===== config.mk =====
export PLATFORM = sky130hd
export DESIGN_NAME = link_stat_capture
export DESIGN_NICKNAME = d
export VERILOG_FILES = /design/src/rtl/lsc_pkg.sv /design/src/rtl/lsc_sat_counter.sv /design/src/rtl/lsc_window.sv /design/src/rtl/lsc_readmux.sv /design/src/rtl/link_stat_capture.sv
export SDC_FILE = /design/constraint.sdc
export NUM_CORES = 1
export LEC_CHECK = 0
export BUFFER_PORTS_ARGS = -buffer_cell sky130_fd_sc_hd__clkbuf_2
export CAP_MARGIN = 40
export CORE_AREA = 2 2 339 341
export DETAILED_ROUTE_END_ITERATION = 8
export DIE_AREA = 0 0 341 343
export PLACE_DENSITY = 0.41
export SLEW_MARGIN = 0
export SYNTH_ARGS = -nofsm -noshare
export SYNTH_HDL_FRONTEND = slang
export SYNTH_HIERARCHICAL = 1
export SYNTH_SLANG_ARGS = --single-unit

===== constraint.sdc =====
create_clock -name clk -period 3.07 [get_ports clk]
set_input_delay 0.307 -clock clk [delete_from_list [all_inputs] [get_ports clk]]
set_output_delay 0.307 -clock clk [all_outputs]
set_load 0.05 [all_outputs]

===== src/rtl/lsc_pkg.sv =====
package lsc_pkg;

  localparam int REG_W   = 32;
  localparam int DUR_LSB = 4;
  localparam int DUR_W   = REG_W - DUR_LSB;
  localparam int N_WIDE  = 4;
  localparam int N_NARW  = 3;
  localparam int N_EV    = N_WIDE + N_NARW;

  typedef enum logic [3:0] {
    RA_CTRL     = 4'd0,
    RA_TXTLP_LO = 4'd1,
    RA_TXTLP_HI = 4'd2,
    RA_RXTLP_LO = 4'd3,
    RA_RXTLP_HI = 4'd4,
    RA_TXDL_LO  = 4'd5,
    RA_TXDL_HI  = 4'd6,
    RA_RXDL_LO  = 4'd7,
    RA_RXDL_HI  = 4'd8,
    RA_ERR_PHY  = 4'd9,
    RA_ERR_DL   = 4'd10,
    RA_ERR_TL   = 4'd11
  } reg_addr_e;

endpackage


===== src/rtl/lsc_sat_counter.sv =====
module lsc_sat_counter #(
  parameter int W = 32
) (
  input  logic         clk,
  input  logic         rst_n,
  input  logic         clr,
  input  logic         inc,
  output logic [W-1:0] count
);
  localparam logic [W-1:0] MAXV = '1;

  logic [W-1:0] cnt_q, cnt_d;
  logic         cnt_en;

  always_comb begin
    cnt_en = 1'b0;
    cnt_d  = cnt_q;
    if (clr) begin
      cnt_en = 1'b1;
      cnt_d  = '0;
    end else if (inc && (cnt_q != MAXV)) begin
      // hold at the top instead of wrapping
      cnt_en = 1'b1;
      cnt_d  = cnt_q + W'(1);
    end
  end

  always_ff @(posedge clk or negedge rst_n) begin
    if (!rst_n)      cnt_q <= '0;
    else if (cnt_en) cnt_q <= cnt_d;
  end

  assign count = cnt_q;
endmodule


===== src/rtl/lsc_window.sv =====
module lsc_window
  import lsc_pkg::*;
(
  input  logic             clk,
  input  logic             rst_n,
  input  logic             ctrl_we,
  input  logic             ctrl_en,
  input  logic [DUR_W-1:0] ctrl_dur,
  input  logic             tick,
  output logic             active,
  output logic             start,
  output logic             stop,
  output logic [DUR_W-1:0] dur,
  output logic [DUR_W-1:0] elapsed
);
  logic             act_q, act_d;
  logic [DUR_W-1:0] dur_q, dur_d;
  logic [DUR_W-1:0] el_q, el_d;
  logic             dur_ld, el_ld;
  logic             timed, last_tick;

  // only a 0->1 change of the enable arms a capture; R5: level re-write ignored
  assign start     = ctrl_we & ctrl_en & ~act_q;
  assign stop      = ctrl_we & ~ctrl_en;
  assign timed     = (dur_q != '0);
  assign last_tick = act_q & tick & timed & ((el_q + DUR_W'(1)) == dur_q);

  always_comb begin
    act_d = act_q;
    if (start)                  act_d = 1'b1;
    else if (stop || last_tick) act_d = 1'b0;

    dur_ld = start | stop;
    dur_d  = ctrl_dur;

    el_ld = 1'b0;
    el_d  = el_q;
    if (start) begin
      el_ld = 1'b1;
      el_d  = '0;
    end else if (act_q && tick && timed) begin
      el_ld = 1'b1;
      el_d  = el_q + DUR_W'(1);
    end
  end

  always_ff @(posedge clk or negedge rst_n) begin
    if (!rst_n) act_q <= 1'b0;
    else        act_q <= act_d;
  end

  always_ff @(posedge clk or negedge rst_n) begin
    if (!rst_n)      dur_q <= '0;
    else if (dur_ld) dur_q <= dur_d;
  end

  always_ff @(posedge clk or negedge rst_n) begin
    if (!rst_n)     el_q <= '0;
    else if (el_ld) el_q <= el_d;
  end

  assign active  = act_q;
  assign dur     = dur_q;
  assign elapsed = el_q;
endmodule


===== src/rtl/lsc_readmux.sv =====
module lsc_readmux
  import lsc_pkg::*;
#(
  parameter int WIDE_W = 64,
  parameter int NARW_W = 32
) (
  input  logic [N_WIDE-1:0][WIDE_W-1:0] wide,
  input  logic [N_NARW-1:0][NARW_W-1:0] narw,
  input  logic [REG_W-1:0]              ctrl_word,
  input  logic [3:0]                    raddr,
  output logic [REG_W-1:0]              rdata
);
  logic [3:0]  off_w, off_n;
  logic [63:0] ext;

  always_comb begin
    rdata = '0;
    off_w = raddr - 4'd1;
    off_n = raddr - 4'd9;
    ext   = 64'(wide[off_w[2:1]]);
    if (raddr == RA_CTRL) begin
      rdata = ctrl_word;
    end else if (raddr <= RA_RXDL_HI) begin
      // odd address low word, next even address high word
      rdata = raddr[0] ? ext[31:0] : ext[63:32];
    end else if (raddr <= RA_ERR_TL) begin
      rdata = 32'(narw[off_n[1:0]]);
    end
  end
endmodule


===== src/rtl/link_stat_capture.sv =====
module link_stat_capture
  import lsc_pkg::*;
#(
  parameter int WIDE_W = 64,
  parameter int NARW_W = 32
) (
  input  logic        clk,
  input  logic        rst_n,
  input  logic        cfg_we,
  input  logic [3:0]  cfg_addr,
  input  logic [31:0] cfg_wdata,
  input  logic [3:0]  cfg_raddr,
  output logic [31:0] cfg_rdata,
  input  logic        us_tick,
  input  logic        ev_tx_tlp,
  input  logic        ev_rx_tlp,
  input  logic        ev_tx_dllp,
  input  logic        ev_rx_dllp,
  input  logic        ev_phy_err,
  input  logic        ev_dl_err,
  input  logic        ev_tl_err
);
  logic [N_EV-1:0]               ev_vec;
  logic [N_WIDE-1:0][WIDE_W-1:0] wide_cnt;
  logic [N_NARW-1:0][NARW_W-1:0] narw_cnt;
  logic                          ctrl_we;
  logic                          cap_active, cap_start, cap_stop;
  logic [DUR_W-1:0]              cap_dur, cap_elapsed;
  logic [REG_W-1:0]              ctrl_word;

  assign ev_vec  = {ev_tl_err, ev_dl_err, ev_phy_err,
                    ev_rx_dllp, ev_tx_dllp, ev_rx_tlp, ev_tx_tlp};
  assign ctrl_we = cfg_we & (cfg_addr == RA_CTRL);

  lsc_window u_win (
    .clk      (clk),
    .rst_n    (rst_n),
    .ctrl_we  (ctrl_we),
    .ctrl_en  (cfg_wdata[0]),
    .ctrl_dur (cfg_wdata[REG_W-1:DUR_LSB]),
    .tick     (us_tick),
    .active   (cap_active),
    .start    (cap_start),
    .stop     (cap_stop),
    .dur      (cap_dur),
    .elapsed  (cap_elapsed)
  );

  // each strobe drives its own counter, gated by the capture state
  for (genvar gi = 0; gi < N_WIDE; gi++) begin : g_wide
    lsc_sat_counter #(.W(WIDE_W)) u_cnt (
      .clk   (clk),
      .rst_n (rst_n),
      .clr   (cap_start),
      .inc   (cap_active & ev_vec[gi]),
      .count (wide_cnt[gi])
    );
  end

  for (genvar gj = 0; gj < N_NARW; gj++) begin : g_narw
    lsc_sat_counter #(.W(NARW_W)) u_cnt (
      .clk   (clk),
      .rst_n (rst_n),
      .clr   (cap_start),
      .inc   (cap_active & ev_vec[N_WIDE+gj]),
      .count (narw_cnt[gj])
    );
  end

  // bits [3:1] reserved as zero
  assign ctrl_word = {cap_dur, 3'b000, cap_active};

  lsc_readmux #(.WIDE_W(WIDE_W), .NARW_W(NARW_W)) u_rd (
    .wide      (wide_cnt),
    .narw      (narw_cnt),
    .ctrl_word (ctrl_word),
    .raddr     (cfg_raddr),
    .rdata     (cfg_rdata)
  );
endmodule


After elaboration in Yosys (flattened, before gate mapping) --
Cells that the tools add are included.
Storage, ports and cells: logic and storage cells 121, output and inout bits 32, register bits 409, latch bits 0, bits in writable memories 0, bits in read-only memories 0, memories 0
Cells by class: muxes and demuxes 42, order comparisons 4, add/subtract/negate cells 10, equal/unequal tests 8, $mul 0, divide/modulo/power cells 0, bitwise operators 17, shift operators 0, reduce and logical (&&, ||, !) cells 30
Operator list (number):
- 2-to-1 mux 64 bit | 9
- 2-to-1 mux 32 bit | 11
- adder 64 x 1 -> 64 bit (second input constant) | 4
- != test 64 bit (second input constant) | 4
- binary-select mux 64 bit (select 2 bit) | 1
- adder 32 x 1 -> 32 bit (second input constant) | 3
- != test 32 bit (second input constant) | 3
- binary-select mux 32 bit (select 2 bit) | 1
- 2-to-1 mux 28 bit | 2
- adder 28 x 1 -> 28 bit (second input constant) | 1
- == test 28 bit | 1
- nonzero test 28 bit | 1
- 2-to-1 mux 1 bit | 18
- nonzero test 2 bit | 9
- AND reduction 2 bit | 8
- AND 1 bit | 14
- logical AND 1 bit | 9
- less-or-equal comparator 4 bit (second input constant) | 2
- zero test 4 bit | 2
- less-than comparator 2 x 3 -> 1 bit (second input constant) | 2
- subtractor 3 x 1 -> 3 bit (second input constant) | 1
- NOT 1 bit | 2
- subtractor 2 x 1 -> 2 bit (second input constant) | 1
- logical OR 1 bit | 1
- bitwise OR 1 bit | 1

Longest topological paths before layout --
Gate-level depths: netlist (run 1).
depth in word-level cells 6, mapped depth 12, gate-level depth less buffers 8

Modules after synthesis --
Netlist (run 1), hierarchy kept.
By module, submodules not included:
- lsc_sat_counter (g_wide[0].u_cnt ...) | area an instance 3734.8 µm², instances 4, cells an instance 416
- lsc_sat_counter (g_narw[0].u_cnt ...) | area an instance 1911.8 µm², instances 3, cells an instance 199
- lsc_readmux | area an instance 3925.0 µm², instances 1, cells an instance 421
- lsc_window | area an instance 3464.6 µm², instances 1, cells an instance 368
- link_stat_capture | area an instance 66.3 µm², instances 1, cells an instance 10

Least setup slack after synthesis (run 1) --
No wires, ideal clock.
path type input port to output port, from in cfg_raddr[0], to out cfg_rdata[10], stages on the path 11, arrival 3.083 ns, slack -0.320 ns, path through buf_2 > buf_4 > buf_4 > inv_1 > ha_1 > xor2_4 > buf_8 > mux2_2 > a21oi_1 > a21oi_1 > o221ai_1
On the way: longest elaborated chain between the ends 6, elaborated cells between the ends (all ways) 13, classes of those cells 2 x add/sub; 2 x order compare; 8 x mux; 1 x reduce/logical
Ends and longest elaborated chain:
- from (decl) | RTL line link_stat_capture.sv:12 | input logic [3:0] cfg_raddr,
- subtractor 3 x 1 -> 3 bit / subtractor 2 x 1 -> 2 bit (equally long branches) | RTL line lsc_readmux.sv:18, lsc_readmux.sv:19
- binary-select mux 64 bit (select 2 bit) / binary-select mux 32 bit (select 2 bit) (equally long branches) | RTL line lsc_readmux.sv:20, lsc_readmux.sv:27
- 2-to-1 mux 64 bit (not written as such) / 2-to-1 mux 32 bit (equally long branches) | RTL line lsc_readmux.sv:20, lsc_readmux.sv:27
- 2-to-1 mux 32 bit (on tied branches) | RTL line lsc_readmux.sv:25, lsc_readmux.sv:26
- 2-to-1 mux 32 bit | RTL line lsc_readmux.sv:23 | end else if (raddr <= RA_RXDL_HI) begin
- 2-to-1 mux 32 bit (*) | RTL line lsc_readmux.sv:21 | if (raddr == RA_CTRL) begin
- to (decl) | RTL line link_stat_capture.sv:13 | output logic [31:0] cfg_rdata,
Every way passes the cells marked *; elsewhere a longest branch is shown, timed or not. The select of a mux whose other input is x is not followed.

Worst setup path after layout (run 1) --
from in cfg_raddr[0], to out cfg_rdata[18]
Same word-level chain as after synthesis.

==> flow_results.org, run 1 <==
** Worst setup path
- Counting both buffers and inverters, the worst setup path holds a total of 4.
- Data on the critical path is required at its endpoint by 2.76 ns.
- Walking the worst path, the cells encountered are buf_6 -> inv_1 -> ha_4 -> xor2_4 -> buf_12 -> mux2_2 -> a21oi_1 -> a21oi_1 -> o221ai_4 -> clkbuf_2.
- At the worst endpoint, the arrival time is 2.72 ns.
- The kind of cell with the highest combined delay along the critical path is buffers and inverters.
- Cell repeated most along the worst path :: sky130_fd_sc_hd__a21oi_1
- Library cell contributing the largest single delay on the critical path :: sky130_fd_sc_hd__mux2_2
- Critical path class :: primary input to output port
- Startpoint class of the critical path :: primary input
- Largest fanout on the critical path :: 30
- STA classifies the critical path endpoint as an output port.
- In this design, the stage delay of the slowest critical-path cell is 0.46 ns.

** Route
- Iteration-0 DRC Markers :: 1901
- The first TritonRoute pass finished after 5 iterations.
- In the routed design, unresolved DRC markers number 0.
- Count of nets left with antenna violations after detail routing :: 0
- Dividing the detail-routed wire length by the instance count gives 22.3 um.
- Using the TritonRoute via totals, the vias-per-cell ratio works out to 5.26.
- Across all layers, the routed design uses 25600 vias.
- Routed Wire Length :: 109000 um

** STA
- Period utilisation layout :: 98.5%
- Across all setup checks in the final design, the least slack found is 0.0450 ns.
- Final number of max-transition violations :: 0
- Relative max-transition margin :: 51.5%
- Final hold viol count :: 0
- Setup violations remaining at the end of the flow were counted as 0.
- RSZ-0062 raised after global routing :: yes
- Based on the critical path, the design can be clocked at up to 0.331 GHz.
- Transition time of the tightest slew-check pin :: 0.728 ns
- Final Critical Period :: 3.03 ns
- Worst clock skew :: 0.0285 ns

** CTS
- CTS sink cnt :: 409
- The number of clock buffers added by TritonCTS is 56.
- Clock tree buffer depth :: 3
- After clock tree synthesis, the clock-pin slew on the worst setup and hold paths is 0.06 ns.
- Clock latency on the worst-skew pair, taken at its later pin, is 0.66 ns.
- CTS tree :: yes
- H-tree lvl count :: 2
- Cell at the root of the clock tree :: sky130_fd_sc_hd__clkbuf_16

** Cells and area
- After the last flow step, the layout net total stands at 3364.
- Area growth from synthesis to layout :: 22.8%
- Leaving out fill and tap cells, the most frequent cell in the layout is sky130_fd_sc_hd__dfrtp_1.
- Fraction of layout instances using a drive strength above 1 :: 21.0%
- The library cells used most frequently in the layout, excluding fill and tap cells, are sky130_fd_sc_hd__dfrtp_1, sky130_fd_sc_hd__nor2_1, sky130_fd_sc_hd__a21oi_1, sky130_fd_sc_hd__nand2_1, sky130_fd_sc_hd__buf_4.
- Measured on the finished design, the core utilization comes to 30.5%.

** Global route
- Maximum number of pins on one net before global-route repair :: 88
- The number of antenna violations at the first check in global routing came to 5.
- The first global-routing pass estimated 163000 um of wire.
- The number of global-route vias before repair was 24400.
- Across every metal layer, demand over resource in global routing totals 18.2%.
- After global routing the overflow that remains totals 0.

** Floorplan
- Count of pins on the block boundary :: 83
- Die Span X :: 341 um
- In this run the standard cell core region covers 113000 um^2.
- The die covers 117000 um^2.
- Starting utilization of the core area :: 24.8%
- After floorplanning, the core was divided into 124 placement rows.
- Chip height :: 343 um

** Logic synthesis
- YS warnings :: 6
- Area of the mapped netlist :: 28100 um^2
- After technology mapping, the gate count stands at 3059.
- Syn_area_per_cell :: 9.19 um^2

** Hold path
- The tightest min-delay check is of the primary input to register type.

** Pwr
- IR analysis of the VDD net gives a maximum drop of 0.420 mV.
- Pwr/cell area :: 451 nW/um^2
- In this run the static leakage power is 13.1 nW.
- Total power for the finished layout comes to 15.6 mW.

** Placement
- After legalization and detailed placement, the total HPWL measured 81000 um.
- IO Port Bufs :: 79
- Pre-CTS WS :: 0.0228 ns
- RePlAce Congestion :: 0.862

** Job
- Max-cap violation count :: 0

** Status
- Run status :: finished clean
[power by group]
part           switching (mW)  total, mW  internal [mW]
registers               0.572       6.27           5.69
logic                    1.65       2.73           1.07
clock network            2.71       6.59           3.88
total                    4.94       15.6           10.6
[routing by layer]
| metal | up-vias | GRT usage [%] | share of wire [%] |
|---|---|---|---|
| met4 | 2 | 3.95 | 2.1 |
| met5 | - | 0 | 0.012 |
| met3 | 112 | 2.52 | 4.2 |
| li1 | 12100 | - | - |
| met1 | 12800 | 26.9 | 49 |
| met2 | 553 | 28.2 | 44 |
[timing repair]
item,in CTS,in global routing
endpoints found under the setup margin,0,20
hold buffers,29,0
buffers inserted,0,0
endpoints found under the hold margin,83,0
gates resized for setup,0,23
[metrics by stage]
| step | cells | area, um^2 | setup TNS (ns) | hold WS, ns |
|---|---|---|---|---|
| finish | 4861 | 34500 | 0 | 0.0425 |
| global route | 4859 | 34500 | -0.0287 | 0.0420 |
| CTS | 4857 | 34400 | 0 | 0.00574 |
| detailed placement | 4727 | 32300 | 0 | 0.344 |
| global placement | 4727 | 32300 | 0 | 0.351 |
| floorplan | 3061 | 28600 | -0.0632 | 0.0114 |
[sequential cells by signal, summed over array words and instances (netlist names)]
| signal | count |
|---|---|
| g_narw.u_cnt/count | 96 |
| u_win/elapsed | 28 |
| u_win/dur | 28 |
| g_wide.u_cnt/count | 256 |
| u_win/active | 1 |
[path summary, 6_finish.rpt]
path                                                       start                                    end  slack (ns)  depth (start not counted)
max                                                 cfg_raddr[0]                          cfg_rdata[18]        0.04                         10
min                                                 cfg_wdata[0]               u_win/active$_DFFE_PN0P_        0.04                          3
max reg2reg                g_wide[1].u_cnt/count[52]$_DFFE_PN0P_  g_wide[1].u_cnt/count[59]$_DFFE_PN0P_        0.15                          7
min reg2reg                g_narw[1].u_cnt/count[14]$_DFFE_PN0P_  g_narw[1].u_cnt/count[14]$_DFFE_PN0P_        0.51                          1
max in group asynchronous                                  rst_n   g_narw[0].u_cnt/count[3]$_DFFE_PN0P_        1.89                          3
min in group asynchronous                                  rst_n  g_wide[2].u_cnt/count[45]$_DFFE_PN0P_        0.24                          2
[worst reg2reg max path: cells and delay by family (launching register included)]
family                 cells  cell delay, ns
AND/OR/NAND/NOR            4            1.47
AO/OA/AOI/OAI              2            0.56
buffers and inverters      1            0.30
flip-flops                 1            0.48
[cell type report]
type                            count  area [um^2]
Clock buffer                       84         1630
Antenna cell                        3         7.51
Tap cell                         1512         1890
Sequential cell                   409        10200
Fill cell                       11900        78900
Multi-Input combinational cell   2425        17200
Clock inverter                     17          178
Inverter                           55          214
Timing Repair Buffer              356         3190
Note: power is estimated with default switching activity, not from simulation.
==> inputs of run 2 (changes only) <==
Clock period 3.07 ns to 3.6 ns, I/O delays scaled along.
==> flow_results.org, run 2 (synthesis gave the netlist of run 1 again) <==
** CTS
- Clk_lat worst skew :: 0.66 ns (about the same)
- The clock transition time at the flip-flop clock pins of the worst setup and hold paths came to 0.06 ns (about the same).
- The number of cells upsized or downsized after cts was 0 (unchanged).
- H-tree lvl count :: 2 (unchanged)
- Cell at the root of the clock tree :: sky130_fd_sc_hd__clkbuf_16
- The hold buffer count at CTS came to 29 (unchanged).
- Clock tree buffer depth :: 3 (unchanged)
- CTS sink cnt :: 409 (unchanged)
- Num CTS Buffers :: 55 (-1.8%)
- The post-CTS setup buffer count was 0 (unchanged).
- CTS tree :: yes

** Global route
- The final global-route overflow total came to 0 (unchanged).
- The number of global-route vias before repair came to 23800 (-2.2%).
- The largest net degree at the start of global routing is 130 (+48%).
- Initial antenna violation count :: 0 (-5)
- Overall track demand over capacity in global routing :: 17.9% (-0.38 points)
- First-pass GRT wire length :: 160000 um (-2.0%)

** Floorplan
- Core outline area :: 113000 um^2 (unchanged)
- The starting density of the core was 24.8% (unchanged).
- Count of pins on the block boundary :: 83 (unchanged)
- The floorplan row count is 124 (unchanged).
- Chip height :: 343 um (unchanged)
- The total die area is 117000 um^2 (unchanged).
- Die Span X :: 341 um (unchanged)

** Placement
- The final weighted congestion of routability-driven global placement came to 0.849 (-1.5%).
- IO Port Bufs :: 79 (unchanged)
- DP Wirelength :: 77900 um (-3.8%)

** Cells and area
- Relative to the synthesized area, the layout overhead comes to 18.8%.
- The library cell used most frequently in the layout, excluding fill and tap cells, is sky130_fd_sc_hd__dfrtp_1.
- The number of fillers in the final layout was 12000 (+1.0%).
- The number of flip-flops under the largest register name came to 256 (unchanged).
- The final-stage net count came to 3272 (-2.7%).
- Fraction of layout instances using a drive strength above 1 :: 17.5% (-3.5 points)
- Most frequent cells in the layout :: sky130_fd_sc_hd__dfrtp_1, sky130_fd_sc_hd__nor2_1, sky130_fd_sc_hd__a21oi_1, sky130_fd_sc_hd__nand2_1, sky130_fd_sc_hd__nand3_1

** Status
- Run status :: finished clean

** STA
- The final clock skew is 0.0481 ns (+0.0196 ns).
- Timing-limited maximum frequency :: 0.289 GHz
- The worst hold margin was 0.0911 ns (+0.0486 ns).
- Of the available clock period, the critical path in the final layout requires 96.2%.
- Final setup violating endpoints :: 0 (unchanged)
- Final number of max-transition violations :: 0 (unchanged)
- Transition time of the tightest slew-check pin :: 0.955 ns (+0.227 ns)
- Final hold viol count :: 0 (unchanged)
- Setup repair after global routing left no endpoint under its margin.
- Sum Neg Setup Slack :: 0 ns (unchanged)
- The max-slew headroom at the worst pin is 36.3% (-15 points).
- Final Critical Period :: 3.46 ns

** Route
- The total length of routed wires is 106000 um (-2.7%).
- Number of vias in the routed layout :: 25100 (-1.8%)
- The average detailed-routed wire length per instance is 22.2 um (-0.73%).
- The number of iterations in the first detailed-routing pass is 5 (unchanged).
- Iteration-0 DRC Markers :: 2012 (+5.8%)
- The post-detailed-route DRC marker count is 0 (unchanged).
- The via count normalized by instance count is 5.27 (+0.16%).
- The antenna violation net count after detailed routing is 0 (unchanged).

** Worst setup path
- Data arrival time of the worst path :: 3.10 ns (+0.38 ns)
- The worst setup path is captured at an output port.
- The critical path is of the primary input to output port type.
- Critical Path RT :: 3.24 ns (+0.48 ns)
- Startpoint class of the critical path :: primary input
- Largest fanout on the critical path :: 34 (+13%)

** Pwr
- Total leakage power :: 12.5 nW (-3.9%)
- The power density over the cells is 397 nW/um^2 (-12%).
- Maximum vdd ir drop :: 0.403 mV (-4.0%)

** Hold path
- The path class of the tightest hold or removal check is primary input to register.

** Job
- The max-cap violation count is 0 (unchanged).
-- run 2: cell count changes in the layout (fill, tap and decap cells not counted), sizes merged, moves of 2 or more --
cell / before / now
clkbuf: 140 / 129
buf: 271 / 189
clkinv: 12 / 9
diode: 3 / 1
-- run 2: through the flow --
stage               setup WS, ns  instance area [um^2]  total power, mW  cells  util (%)
finish                     0.138                 33400             13.2   4764      29.5
global route              0.0641                 33400             13.9   4763      29.5
CTS                        0.213                 33400             13.5   4763      29.5
detailed placement         0.228                 31300             7.61   4637      27.6
global placement           0.230                 31300             7.60   4637      27.6
floorplan                  0.104                 28100             6.54   3061         -
-- run 2: per-layer routing --
metal / part of all wire [%] / track usage [%] / vias up
met2: 44 / 27.1 / 647
met1: 48 / 26.0 / 12400
met5: 0 / 0 / -
met4: 3.2 / 5.81 / 0
li1: - / - / 11900
met3: 5.2 / 2.47 / 112
-- run 2: critical path, cell delays in order --
cell and delay [ns]:
sky130_fd_sc_hd__buf_6 0.10, sky130_fd_sc_hd__inv_1 0.21, sky130_fd_sc_hd__ha_1 0.29, sky130_fd_sc_hd__xor2_4 0.18, sky130_fd_sc_hd__buf_12 0.25, sky130_fd_sc_hd__buf_4 0.19, sky130_fd_sc_hd__mux2_2 0.41, sky130_fd_sc_hd__a21oi_1 0.22
sky130_fd_sc_hd__a21oi_1 0.09, sky130_fd_sc_hd__o221ai_1 0.55, sky130_fd_sc_hd__buf_12 0.22
-- run 2: worst paths after layout --
kind / startpoint / cells after the start / to / slack [ns]
setup reg to reg: g_wide[1].u_cnt/count[23]$_DFFE_PN0P_ / 7 / g_wide[1].u_cnt/count[1]$_DFFE_PN0P_ / 0.34
hold / removal: cfg_wdata[0] / 3 / u_win/active$_DFFE_PN0P_ / 0.09
max in group asynchronous: rst_n / 3 / g_narw[1].u_cnt/count[4]$_DFFE_PN0P_ / 2.34
min in group asynchronous: rst_n / 2 / g_wide[2].u_cnt/count[30]$_DFFE_PN0P_ / 0.32
setup / recovery: cfg_raddr[0] / 11 / cfg_rdata[14] / 0.14
hold reg to reg: u_win/elapsed[27]$_DFFE_PN0P_ / 1 / u_win/elapsed[27]$_DFFE_PN0P_ / 0.50
-- run 2: power breakdown --
group / switching [mW] / internal (mW) / total (mW)
logic: 1.29 / 0.860 / 2.15
clock network: 2.30 / 3.41 / 5.71
registers: 0.539 / 4.86 / 5.39
total: 4.13 / 9.12 / 13.2
-- run 2: layout make-up --
| cell class | instances | area [um^2] | area share [%] |
|---|---|---|---|
| antenna | 1 | 2.50 | 0.00749 |
| clock buffer | 82 | 1640 | 4.91 |
| clock inverter | 15 | 205 | 0.614 |
| inverter | 55 | 214 | 0.640 |
| multi-input combinational | 2425 | 16600 | 49.7 |
| sequential | 409 | 10200 | 30.6 |
| tap | 1512 | 1890 | 5.66 |
| timing repair buffer | 265 | 2610 | 7.80 |
==> inputs of run 3 (changes only) <==
--- a/config.mk
+++ b/config.mk
@@ -9,4 +9,5 @@
 export CAP_MARGIN = 40
 export CORE_AREA = 2 2 339 341
+export CTS_CLUSTER_SIZE = 25
 export DETAILED_ROUTE_END_ITERATION = 8
 export DIE_AREA = 0 0 341 343
==> constraint.sdc (replaced) <==
create_clock -name clk -period 3.6 [get_ports clk]
set_input_delay 0.18 -clock clk [delete_from_list [all_inputs] [get_ports clk]]
set_output_delay 0.18 -clock clk [all_outputs]
set_load 0.05 [all_outputs]
==> flow_results.org, run 3 (synthesis gave the netlist of run 1 again) <==
** Global route
- The largest net degree at the start of global routing came to 83 (-36%).
- The first-pass GRT wire length was 161000 um (+0.59%).
- The number of global-route vias before repair is 24100 (+0.99%).
- The final global-route overflow total came to 0 (unchanged).
- Initial antenna violation count :: 4 (+4)
- Overall track demand over capacity in global routing :: 18.0% (+0.15 points)

** STA
- Final number of max-transition violations :: 0 (unchanged)
- Final setup violating endpoints :: 0 (unchanged)
- The maximum frequency from static timing analysis came to 0.320 GHz (+11%).
- Worst hold slack :: 0.0951 ns (+0.00403 ns)
- Transition time of the tightest slew-check pin :: 0.896 ns (-0.0589 ns)
- Final hold viol count :: 0 (unchanged)
- The max-slew headroom at the worst pin is 40.0% (+3.7 points).
- Worst clock skew :: 0.0359 ns (-0.0123 ns)
- The share of the clock period used by the worst path after layout is 86.8% (-9.4 points).
- Sum Neg Setup Slack :: 0 ns (unchanged)
- The final critical path time including I/O delays and setup was 3.12 ns (-0.338 ns).
- Setup repair after global routing left no endpoint under its margin.

** Worst setup path
- Library cell contributing the largest single delay on the critical path :: sky130_fd_sc_hd__or4_1
- Startpoint class of the critical path :: register
- Largest fanout on the critical path :: 16 (-53%)
- Cell-by-cell trace of the critical path :: nand4_1 -> or4_1 -> or4_4 -> o21ai_2 -> buf_4 -> mux2i_1 -> nor2_1
- Critical Path Sink Type :: register
- Broken down by cell family, the worst path's largest delay share belongs to simple AND/OR/NAND/NOR gates.
- Data arrival time of the worst path :: 3.67 ns (+0.57 ns)
- Worst reg2reg setup slack :: 0.48 ns (+0.14 ns)
- Destination of the worst register-to-register timing path :: g_wide[1].u_cnt/count[1]$_DFFE_PN0P_
- The maximum single-stage delay on the critical path came to 0.71 ns (+0.16 ns).
- Buf/Inv on CP :: 1 (-4)
- Critical R2R Launch :: g_wide[1].u_cnt/count[23]$_DFFE_PN0P_
- The count of cells along the worst register-to-register path is 7 (unchanged).
- The required time of the critical path came to 4.14 ns (+0.90 ns).
- Critical path class :: register to register

** CTS
- CTS tree :: yes
- Num CTS Buffers :: 56 (+1.8%)
- Clock tree buffer depth :: 3 (unchanged)
- The sink count of the clock tree was 409 (unchanged).
- The number of cells upsized or downsized after cts is 0 (unchanged).
- H-tree lvl count :: 2 (unchanged)
- The latest clock arrival within the worst-skew pair came to 0.66 ns (about the same).
- The post-CTS setup buffer count came to 0 (unchanged).
- Cell at the root of the clock tree :: sky130_fd_sc_hd__clkbuf_16
- Cts-stage hold buffer count :: 31 (+6.9%)
- The clock transition time at the flip-flop clock pins of the worst setup and hold paths is 0.06 ns (about the same).

** Placement
- The number of placed instances with taps included was 4604 (-0.71%).
- DP Wirelength :: 78600 um (+0.92%)
- The count of port buffers added during placement came to 79 (unchanged).
- RePlAce Congestion :: 0.881 (+3.8%)

** Pwr
- The power density over the cells was 397 nW/um^2 (+0.20%).
- The cell-internal power came to 8.99 mW (-1.4%).
- Proportion of power drawn by flip-flops and latches :: 41.2% (+0.5 points)
- Maximum vdd ir drop :: 0.374 mV (-7.1%)
- The static leakage was 12.4 nW (-1.5%).
- The fraction of power consumed by combinational cells was 15.7% (-0.5 points).
- Net switching share of the total power :: 31.6% (+0.47 points)
- The clock network power share is 43.1% (about the same).
- The power after layout came to 13.2 mW (-0.75%).
- The total net switching power was 4.16 mW (+0.75%).

** Cells and area
- The number of standard cells in the final layout excluding fillers came to 4737 (-0.57%).
- Area of combinational cells with multiple inputs :: 16600 um^2 (unchanged)
- The sequential standard cell area was 10200 um^2 (unchanged).
- The share of final-layout standard cells stronger than drive strength 1 came to 16.8% (-0.72 points).
- The number of fillers in the final layout is 12100 (+0.50%).
- The number of flip-flops under the largest register name is 256 (unchanged).
- The library cell used most frequently in the layout, excluding fill and tap cells, is sky130_fd_sc_hd__dfrtp_1.
- The top cell types in the final layout, fill and taps aside, are sky130_fd_sc_hd__dfrtp_1, sky130_fd_sc_hd__nor2_1, sky130_fd_sc_hd__a21oi_1, sky130_fd_sc_hd__nand2_1, sky130_fd_sc_hd__nand3_1.
- The final-stage net count was 3243 (-0.89%).
- Area growth from synthesis to layout :: 17.7%

** Route
- The total length of routed wires is 107000 um (+0.89%).
- The average detailed-routed wire length per instance was 22.5 um (+1.5%).
- Via density :: 5.29 (+0.44%)
- Iteration-0 DRC Markers :: 1998 (-0.70%)
- Count of nets left with antenna violations after detail routing :: 0 (unchanged)
- DRC violation count after routing :: 0 (unchanged)
- First-pass iteration count of the detailed router :: 5 (unchanged)
- Number of vias in the routed layout :: 25100 (-0.13%)

** Job
- Max-cap violation count :: 0 (unchanged)

** Floorplan
- The overall die height is 343 um (unchanged).
- Number of cell rows :: 124 (unchanged)
- Starting utilization of the core area :: 24.8% (unchanged)
- Core outline area :: 113000 um^2 (unchanged)
- The chip width came to 341 um (unchanged).
- The boundary pin count is 83 (unchanged).
- The total die area came to 117000 um^2 (unchanged).

** Status
- The flow ran to the end, and the final reports show no timing, DRC or antenna violations.

** Hold path
- The cell depth of the worst hold path is 5 (+2).
- Capture endpoint of the worst hold path :: u_win/dur[14]$_DFFE_PN0P_
- The startpoint identified for the worst hold timing path is cfg_addr[1].
- Class of the worst hold path :: primary input to register
-- run 3: cell types whose count changed in the layout (fill, tap and decap cells not counted), moves of 2 or more --
cell and delta:
sky130_fd_sc_hd__buf_4 -25, sky130_fd_sc_hd__dlygate4sd3_1 +2, sky130_fd_sc_hd__bufinv_16 -2, sky130_fd_sc_hd__clkinv_4 +2, sky130_fd_sc_hd__buf_12 -9, sky130_fd_sc_hd__clkbuf_1 -2
-- run 3: routing by layer --
layer  GRT usage [%]  wire length (um)
met5               0                13
met4            5.48              2960
met3            3.47              5840
met2            27.2             46700
met1            25.9             51100
-- run 3: how the worst max path moves through the flow --
stage	depth (start not counted)	from	endpoint
2_1_floorplan	11	cfg_raddr[0]	cfg_rdata[10]
3_3_place_gp	12	cfg_raddr[1]	cfg_rdata[21]
3_5_place_dp	12	cfg_raddr[1]	cfg_rdata[22]
4_1_cts	12	cfg_raddr[1]	cfg_rdata[22]
5_1_grt	12	cfg_raddr[1]	cfg_rdata[23]
6_report	7	g_wide[1].u_cnt/count[23]$_DFFE_PN0P_	g_wide[1].u_cnt/count[1]$_DFFE_PN0P_
-- run 3: tightest hold or removal path, cell delays in order --
cell	delay, ns
sky130_fd_sc_hd__clkbuf_2	0.08
sky130_fd_sc_hd__nor4_2	0.05
sky130_fd_sc_hd__a21boi_4	0.22
sky130_fd_sc_hd__nand2_1	0.09
sky130_fd_sc_hd__o21ai_0	0.06
-- run 3: stage by stage --
step	utilization [%]	instance area, um^2	setup slack, ns
final	29.2	33100	0.475
after floorplan	-	28100	0.464
after global routing	29.2	33100	0.237
after global placement	27.3	30900	0.491
after detailed placement	27.3	30900	0.518
after CTS	29.2	33100	0.496
-- run 3: area by class of cell --
type                    instances  area share [%]
multi-input cells            2425            50.2
diodes                          2          0.0151
inverters                      55           0.647
flip-flops and latches        409            30.9
clock buffers                  82            5.05
repair buffers                235            6.93
clock inverters                17           0.499
well taps                    1512            5.72
-- run 3: power groups by stage --
stage | clock (mW) | combinational (mW) | sequential (mW)
global route | 6.03 | 2.28 | 5.46
finish | 5.67 | 2.07 | 5.42
detailed placement | 0 | 2.05 | 5.50
CTS | 5.84 | 2.09 | 5.42
global placement | 0 | 2.03 | 5.49
floorplan | 0 | 1.33 | 5.21
